`src/rtl/blb_pkg.sv`:
```
package blb_pkg;
   typedef enum logic [0:0] {
      ST_IDLE = 1'b0,
      ST_WAIT = 1'b1
   } blb_state_e;

   localparam int unsigned LANES = 2;
   localparam int unsigned BYTE_W = 8;

   function automatic logic [LANES-1:0] lane_onehot(input logic lane);
      lane_onehot = lane ? 2'b10 : 2'b01;
   endfunction
endpackage

```
`src/rtl/blb_io_dec.sv`:
```
module blb_io_dec #(
   parameter int unsigned AW = 16,
   parameter bit IO_EN = 1'b1,
   parameter logic [AW-1:0] IO_MASK = 16'hFF00,
   parameter logic [AW-1:0] IO_MATCH = 16'hFE00
) (
   input  logic [AW-1:0] addr,
   output logic          is_io
);
   generate
      if (IO_EN) begin : g_dec
         assign is_io = ((addr & IO_MASK) == IO_MATCH);
      end else begin : g_none
         logic unused_addr;
         assign unused_addr = ^addr;
         assign is_io = 1'b0;
      end
   endgenerate
endmodule

```
`src/rtl/blb_lat.sv`:
```
module blb_lat #(
   parameter int unsigned LAT = 2
) (
   input  logic clk,
   input  logic rst_n,
   input  logic start,
   output logic done
);
   generate
      if (LAT == 1) begin : g_one
         logic busy_q;
         always_ff @(posedge clk) begin
            if (!rst_n) busy_q <= 1'b0;
            else        busy_q <= start;
         end
         assign done = busy_q;
      end else begin : g_cnt
         localparam int unsigned CW = $clog2(LAT);
         logic          busy_q;
         logic [CW-1:0] cnt_q;
         always_ff @(posedge clk) begin
            if (!rst_n) begin
               busy_q <= 1'b0;
               cnt_q  <= '0;
            end else if (start) begin
               busy_q <= 1'b1;
               cnt_q  <= CW'(LAT - 1);
            end else if (busy_q) begin
               if (cnt_q == '0) busy_q <= 1'b0;
               else             cnt_q  <= cnt_q - 1'b1;
            end
         end
         assign done = busy_q && (cnt_q == '0);
      end
   endgenerate
endmodule

```
`src/rtl/blb_line.sv`:
```
module blb_line #(
   parameter int unsigned TW = 15
) (
   input  logic          clk,
   input  logic          rst_n,
   input  logic [TW-1:0] look_tag,
   output logic          hit,
   output logic [15:0]   line_word,
   input  logic          fill_en,
   input  logic [TW-1:0] fill_tag,
   input  logic [15:0]   fill_word,
   input  logic          wr_en,
   input  logic          wr_lane,
   input  logic [7:0]    wr_byte
);
   import blb_pkg::*;

   logic          valid_q;
   logic [TW-1:0] tag_q;

   assign hit = valid_q && (tag_q == look_tag);

   always_ff @(posedge clk) begin
      if (!rst_n) begin
         valid_q <= 1'b0;
         tag_q   <= '0;
      end else if (fill_en) begin
         valid_q <= 1'b1;
         tag_q   <= fill_tag;
      end
   end

   generate
      for (genvar l = 0; l < LANES; l++) begin : g_lane
         logic [BYTE_W-1:0] byte_q;
         logic              patch;
         assign patch = wr_en && hit && (wr_lane == l[0]);
         always_ff @(posedge clk) begin
            if (!rst_n)       byte_q <= '0;
            else if (fill_en) byte_q <= fill_word[l*BYTE_W +: BYTE_W];
            else if (patch)   byte_q <= wr_byte;
         end
         assign line_word[l*BYTE_W +: BYTE_W] = byte_q;
      end
   endgenerate
endmodule

```
`src/rtl/byte_line_buffer.sv`:
```
module byte_line_buffer #(
   parameter int unsigned   AW       = 16,
   parameter int unsigned   LAT      = 2,
   parameter bit            IO_EN    = 1'b1,
   parameter logic [AW-1:0] IO_MASK  = 16'hFF00,
   parameter logic [AW-1:0] IO_MATCH = 16'hFE00
) (
   input  logic          clk,
   input  logic          rst_n,
   input  logic [AW-1:0] cpu_addr,
   input  logic          cpu_rd,
   input  logic          cpu_wr,
   input  logic [7:0]    cpu_wdata,
   output logic [7:0]    cpu_rdata,
   output logic          cpu_ready,
   output logic [AW-2:0] mem_addr,
   output logic          mem_rd,
   output logic          mem_wr,
   output logic [1:0]    mem_be,
   output logic [15:0]   mem_wdata,
   input  logic [15:0]   mem_rdata
);
   import blb_pkg::*;

   localparam int unsigned TW = AW - 1;

   generate
      if (AW < 2) begin : g_bad_aw
         $error("byte_line_buffer: AW must be at least 2");
      end
      if (LAT < 1) begin : g_bad_lat
         $error("byte_line_buffer: LAT must be at least 1");
      end
   endgenerate

   blb_state_e    state_q;
   logic          req_lane_q;
   logic          req_io_q;
   logic [TW-1:0] req_tag_q;

   logic          is_io;
   logic          hit;
   logic [15:0]   line_word;
   logic          idle;
   logic          wr_go;
   logic          rd_go;
   logic          rd_hit;
   logic          rd_miss;
   logic          lat_done;
   logic          fill_done;
   logic [TW-1:0] cur_tag;

   assign cur_tag = cpu_addr[AW-1:1];

   blb_io_dec #(
      .AW(AW), .IO_EN(IO_EN), .IO_MASK(IO_MASK), .IO_MATCH(IO_MATCH)
   ) u_dec (
      .addr (cpu_addr),
      .is_io(is_io)
   );

   assign idle      = (state_q == ST_IDLE);
   assign wr_go     = idle && cpu_wr;
   assign rd_go     = idle && cpu_rd && !cpu_wr;
   assign rd_hit    = rd_go && hit && !is_io;
   assign rd_miss   = rd_go && !(hit && !is_io);
   assign fill_done = (state_q == ST_WAIT) && lat_done;

   blb_lat #(.LAT(LAT)) u_lat (
      .clk  (clk),
      .rst_n(rst_n),
      .start(rd_miss),
      .done (lat_done)
   );

   blb_line #(.TW(TW)) u_line (
      .clk      (clk),
      .rst_n    (rst_n),
      .look_tag (cur_tag),
      .hit      (hit),
      .line_word(line_word),
      .fill_en  (fill_done && !req_io_q),
      .fill_tag (req_tag_q),
      .fill_word(mem_rdata),
      .wr_en    (wr_go && !is_io),
      .wr_lane  (cpu_addr[0]),
      .wr_byte  (cpu_wdata)
   );

   always_ff @(posedge clk) begin
      if (!rst_n) begin
         state_q    <= ST_IDLE;
         req_lane_q <= 1'b0;
         req_io_q   <= 1'b0;
         req_tag_q  <= '0;
      end else begin
         case (state_q)
            ST_IDLE: if (rd_miss) begin
               state_q    <= ST_WAIT;
               req_lane_q <= cpu_addr[0];
               req_io_q   <= is_io;
               req_tag_q  <= cur_tag;
            end
            ST_WAIT: if (lat_done) state_q <= ST_IDLE;
            default: state_q <= ST_IDLE;
         endcase
      end
   end

   always_comb begin
      if (fill_done)
         cpu_rdata = req_lane_q ? mem_rdata[15:8] : mem_rdata[7:0];
      else
         cpu_rdata = cpu_addr[0] ? line_word[15:8] : line_word[7:0];
   end

   assign cpu_ready = wr_go || rd_hit || fill_done;
   assign mem_addr  = cur_tag;
   assign mem_rd    = rd_miss;
   assign mem_wr    = wr_go;
   assign mem_wdata = {cpu_wdata, cpu_wdata};
   assign mem_be    = (wr_go || is_io) ? lane_onehot(cpu_addr[0]) : 2'b11;
endmodule

```
`config.mk`:
```
export PLATFORM = sky130hd
export DESIGN_NAME = byte_line_buffer
export DESIGN_NICKNAME = d
export VERILOG_FILES = /design/src/rtl/blb_pkg.sv /design/src/rtl/blb_io_dec.sv /design/src/rtl/blb_lat.sv /design/src/rtl/blb_line.sv /design/src/rtl/byte_line_buffer.sv
export SDC_FILE = /design/constraint.sdc
export NUM_CORES = 1
export LEC_CHECK = 0
export ABC_CLOCK_PERIOD_IN_PS = 3100
export BUFFER_PORTS_ARGS = -buffer_cell sky130_fd_sc_hd__buf_2
export CAP_MARGIN = 20
export CORE_ASPECT_RATIO = 0.75
export CORE_MARGIN = 5
export CORE_UTILIZATION = 56
export CTS_CLUSTER_SIZE = 10
export DETAILED_ROUTE_END_ITERATION = 8
export PLACE_DENSITY_LB_ADDON = 0.12
export SLEW_MARGIN = 20
export SYNTH_ARGS = -nofsm -noshare
export SYNTH_HDL_FRONTEND = slang
export SYNTH_SLANG_ARGS = --single-unit
```
`constraint.sdc`:
```
create_clock -name clk -period 3.1 [get_ports clk]
set_input_delay 0.31 -clock clk [delete_from_list [all_inputs] [get_ports clk]]
set_output_delay 0.31 -clock clk [all_outputs]
set_load 0.05 [all_outputs]
```
==> results.md, run 1 <==
- Tcrit/Tclk final: 73.1%
- Row count: 22
- Final #Nets: 436
- Post-route cell area: 3300 um2
- Hpwl dp: 4.82 mm
- Area of the multi-input gates: 1570 um2
- Pwr/cell area: 453 nW/um2
- CTS H-tree lvls: 2
- RSZ-0062 raised after global routing: no
- Worst-margin pin slew: 0.699 ns
- Critical Path Fanout Max: 3
- Synth top cells by count: nand2_1 (97), dfxtp_1 (52), mux2i_1 (40)
- Clock sinks: 52
- Post-DP Area: 3180 um2
- Clk_lat worst skew: 0.31 ns
- Tmin final: 2.27 ns
- Global-route wire length before repair: 10.7 mm
- GP Congestion: 0.754
- HP Class: in -> reg
- Clock Path Buffers: 2
- Total CTS buffers: 5
- Worst slew margin: 53.4%
- Syn nets: 387
- Cells on worst reg2reg path: 6
- Total negative setup slack: 0 ns
- Area occupied by registers: 1040 um2
- DIE AREA: 6840 um2
- Synth-to-Final Area Change: 11.9%
- Die Y-Extent: 72.9 um
- Crit path launch type: flip-flop
- Routed Antenna Nets: 0
- Dominant synthesized flop cell: dfxtp_1
- Pre-CTS setup slack: 1.04 ns
- Synth top area share: 35.3%
- Yosys reg bits: 52
- Area leader, netlist: dfxtp_1
- Post-synth EDFFs: 0
- Achievable clock frequency: 0.441 GHz
- Root Driver: clkbuf_8
- Post-synthesis sequential area ratio: 35.3%
- Mean Syn Cell Area: 8.61 um2
- Final WL: 6.55 mm
- Top post-synthesis cells by area: dfxtp_1 (35%), mux2i_1 (14%), nand2_1 (12%)
- Crit path DAT: 1.96 ns
- Antenna violations before repair: 0
- Starting Density: 58.9%
- Flop-to-flop setup slack: 1.18 ns
- Post-synth ARST share: 0%
- Slack of the critical path: 0.835 ns
- RR Endpoint: req_tag_q[5]
- Via count: 2358
- I/O Pins: 88
- Final Hold Violating Endpoints: 0
- Hold Buf Count CTS: 0
- WL/cell: 14.1 um
- Worst-path clk slew: 0.10 ns
- FF-to-FF Start: u_line.tag_q[14]
- IO buf count: 87
- Critical Path End: cpu_ready
- Drt first-iter violations: 83
- Remaining DRCs: 0
- Layout cell share with drive strength beyond 1: 31.6%
- Leakage power figure: 1.47 nW
- Total iterations of the first detailed-routing run: 4
- Mapped Cells: 343
- Yosys cell types: 34
- Synthesis Warnings: 0
- VDD IR max: 0.259 mV
- CP Launch Point: u_line.tag_q[14]
- Placeable Area: 5010 um2
- Fin. max-slew vios: 0
- Vias in the first global route: 2220
- Most instantiated library cell after synthesis: nand2_1
- GRT Overall Usage: 19.8%
- Worst setup EP type: primary output
- Largest net degree at the start of global routing: 42
- Crit Path Category: reg -> out
- Setup-failing EPs final: 0
- Worst Min Path Start: cpu_addr[13]
- Post-CTS Setup Inserts: 0
- Layout fillers: 434
- Mapped cell area: 2950 um2
- Max Cap Viol: 0
- CTS tree: done
- Skew final: 0.00573 ns
- Smallest hold slack: 0.267 ns
- Required time worst endpoint: 2.79 ns
- Vias per std cell: 5.07
- CTS resizes: 0
- Ant. Diodes: 0
- Width of the die: 93.9 um
- Grt ovf: 0
- Status: complete, no violations
cell type report:
type / count / area share (%)
inverters: 2 / 0.227
flip-flops and latches: 52 / 31.5
clock inverters: 1 / 0.909
well taps: 72 / 2.73
multi-input cells: 239 / 47.4
repair buffers: 92 / 14.3
clock buffers: 7 / 2.92
flip-flops by register name, summed over array words and instances, names as in the netlist:
signal / flops
state_q: 1
u_lat.g_cnt.busy_q: 1
u_line.valid_q: 1
u_line.tag_q: 15
u_lat.g_cnt.cnt_q: 1
req_tag_q: 15
req_io_q: 1
req_lane_q: 1
u_line.g_lane.byte_q: 16
how the worst min path moves through the flow:
| stage | endpoint | depth (start not counted) |
|---|---|---|
| 2_1_floorplan | req_tag_q[0] | 2 |
| 3_3_place_gp | req_tag_q[2] | 2 |
| 3_5_place_dp | req_tag_q[2] | 2 |
| 4_1_cts | req_tag_q[0] | 3 |
| 5_1_grt | req_tag_q[0] | 3 |
| 6_report | req_tag_q[12] | 3 |
critical path, cell delays in order, from the launching register on:
cell,delay [ns]
dfxtp_1,0.36
xnor2_1,0.31
nand4_1,0.22
nor2_1,0.20
nand2_1,0.08
o211ai_1,0.18
buf_2,0.29
cell usage in the layout (no fill, tap or decap), drive strengths merged, types with 2 or more instances in the layout:
master and n:
nand2 97, buf 92, dfxtp 52, mux2i 40, a21boi 17, mux2 16
xnor2 15, a21oi 10, nor2b 8, a211oi 8, clkbuf 7, nand4 5
nor2 5, o21a 4, nand2b 2, inv 2, nor3 2, o21ai 2
routing by layer:
layer,vias to the layer above,share of wire (%),GRT usage [%]
li1,1214,-,-
met1,1083,49,27.8
met2,55,45,31.2
met3,6,5.2,3.61
met4,0,0.99,5.77
met5,-,0,0
cells by family (layout without fill, tap and decap cells):
logic type / Yosys count / after routing / share of synthesized area, %
AND/OR/NAND/NOR: 125 / 125 / 18.6
multiplexers: 56 / 56 / 19.7
flip-flops: 52 / 52 / 35.3
buffers and inverters: 52 / 102 / 11.7
AO/OA/AOI/OAI: 43 / 43 / 10.3
XOR/XNOR: 15 / 15 / 4.45
stage by stage:
step,std cells,power [mW],util (%)
after floorplan,343,0.940,-
after global placement,457,0.993,63.4
after detailed placement,457,0.997,63.4
after CTS,465,1.50,65.9
after global routing,465,1.56,65.9
final,465,1.50,65.9
power by group:
part | internal [mW] | switching (mW) | total, mW
combinational | 0.0907 | 0.193 | 0.284
clock | 0.285 | 0.230 | 0.516
sequential | 0.684 | 0.0121 | 0.696
total | 1.06 | 0.436 | 1.50
No activity file was read; power rests on OpenSTA's default activity.
==> inputs of run 2 (changes only) <==
- ABC_CLOCK_PERIOD_IN_PS: 3100 -> 1800
- CORE_UTILIZATION: 56 -> 47
- clock period: 3.1 -> 1.8 ns (I/O delays scaled with it)
==> results.md, run 2 (synthesis results as in run 1) <==
- Final Hold Violating Endpoints: 0
- Total power: 2.52 mW
- Most common cell after layout, fill and taps aside: nand2_1
- GP Congestion: 0.690
- Max FFs per register: 16
- Largest net degree at the start of global routing: 86
- Vias in the first global route: 2190
- Crit path launch type: flip-flop
- I/O Pins: 88
- Max Cap Viol: 0
- CTS H-tree lvls: 2
- Final #Nets: 447
- Starting Density: 47.7%
- Total CTS buffers: 5
- Row count: 25
- GRT Overall Usage: 16.5%
- Routed Antenna Nets: 0
- Worst setup EP type: primary output
- Worst slew margin: 73.0%
- Worst-path clk slew: 0.10 ns
- Layout cell share with drive strength beyond 1: 37.6%
- Hold Buf Count CTS: 0
- Final WL: 6.61 mm
- Root Driver: clkbuf_8
- Drt first-iter violations: 72
- Via count: 2326
- Vias per std cell: 4.80
- Most frequent cells in the layout: nand2_1 (97), buf_2 (84), dfxtp_1 (45)
- Crit Path Category: reg -> out
- Grt ovf: 0
- Setup-failing EPs final: 2
- Skew final: 0.0111 ns
- Die Y-Extent: 78.6 um
- WL/cell: 13.6 um
- Slack of the critical path: -0.0915 ns
- Status: finished with violations
- RSZ-0062 raised after global routing: yes
- Pwr/cell area: 716 nW/um2
- Crit path DAT: 1.71 ns
- Tcrit/Tclk final: 105%
- Antenna violations before repair: 0
- Fin. max-slew vios: 0
- Achievable clock frequency: 0.529 GHz
- VDD IR max: 0.423 mV
- HP Class: in -> reg
- Total iterations of the first detailed-routing run: 4
- Smallest hold slack: 0.137 ns
- Placeable Area: 6190 um2
- Leakage power figure: 1.56 nW
- IO buf count: 87
- Hpwl dp: 4.73 mm
- Ant. Diodes: 0
- Tmin final: 1.89 ns
- Worst-margin pin slew: 0.404 ns
- DIE AREA: 7980 um2
- Biggest regs: u_line.g_lane.byte_q: 16 flops, req_tag_q: 15 flops, u_line.tag_q: 15 flops
- Global-route wire length before repair: 10.6 mm
- Pre-CTS setup slack: 0.0452 ns
- Width of the die: 102 um
- Remaining DRCs: 0
- Clk_lat worst skew: 0.31 ns
- Clock Path Buffers: 2
- Failing checks: negative setup slack
- CTS tree: done
- Largest Register: u_line.g_lane.byte_q
- Layout fillers: 573
- Synth-to-Final Area Change: 19.1%
- Clock sinks: 52
- Required time worst endpoint: 1.62 ns
- Critical Path Fanout Max: 3
## run 2: cell count changes in the layout (fill, tap and decap cells not counted), moves of 2 or more
cell,previous run,this run
clkbuf_8,7,5
buf_4,5,14
dfxtp_2,0,7
buf_2,87,84
buf_12,0,2
buf_6,0,2
dfxtp_1,52,45
a21oi_4,0,2
xnor2_2,0,7
xnor2_1,15,8
## run 2: worst max-delay path, stage by stage, from the launching register on
cell and delay (ns):
dfxtp_2 0.35, xnor2_2 0.13, nand4_1 0.15, nor3_4 0.07, buf_4 0.14, buf_6 0.11
a21boi_2 0.26, buf_6 0.21
## run 2: final timing paths
kind	startpoint	endpoint	slack, ns	cells after the start
worst min register to register	req_tag_q[7]	u_line.tag_q[7]	0.46	2
worst min-delay path	cpu_addr[4]	req_tag_q[3]	0.14	3
worst max register to register	u_line.tag_q[2]	state_q	0.09	8
worst max-delay path	u_line.tag_q[2]	mem_rd	-0.09	7
## run 2: timing repair
action	CTS	global route
pin swaps	5	7
cloned	0	0
setup endpoints to repair	2	11
buffers inserted	3	2
gates resized for setup	9	12
## run 2: through the flow
| stage | cell area [um2] | util (%) | std cells | TNS [ns] |
|---|---|---|---|---|
| CTS | 3450 | 55.6 | 483 | -0.200 |
| global placement | 3270 | 52.8 | 472 | 0 |
| finish | 3520 | 56.8 | 485 | -0.179 |
| detailed placement | 3270 | 52.8 | 472 | 0 |
| floorplan | 2970 | - | 343 | -0.117 |
| global route | 3520 | 56.8 | 485 | -0.398 |
## run 2: layer usage
metal / wire length, um / GRT usage (%) / part of all wire, % / vias to the layer above
met4: 35 / 4.38 / 0.53 / 0
li1: - / - / - / 1245
met3: 299 / 3.46 / 4.5 / 2
met2: 2890 / 24.7 / 44 / 46
met5: 0 / 0 / 0 / -
met1: 3390 / 23.8 / 51 / 1033
## run 2: layout make-up
class	instances	area [um2]	share of cell area (%)
multi-input combinational	239	1650	47.0
sequential	52	1050	29.8
timing repair buffer	103	596	16.9
tap	81	101	2.88
clock buffer	5	68.8	1.96
clock inverter	3	42.5	1.21
inverter	2	7.51	0.213
## run 2: power by group
part           leakage [nW]  switching [mW]  internal (mW)
logic                  1.09           0.345          0.179
clock network        0.0541           0.388          0.412
registers             0.425          0.0157           1.18
total                  1.56           0.748           1.77
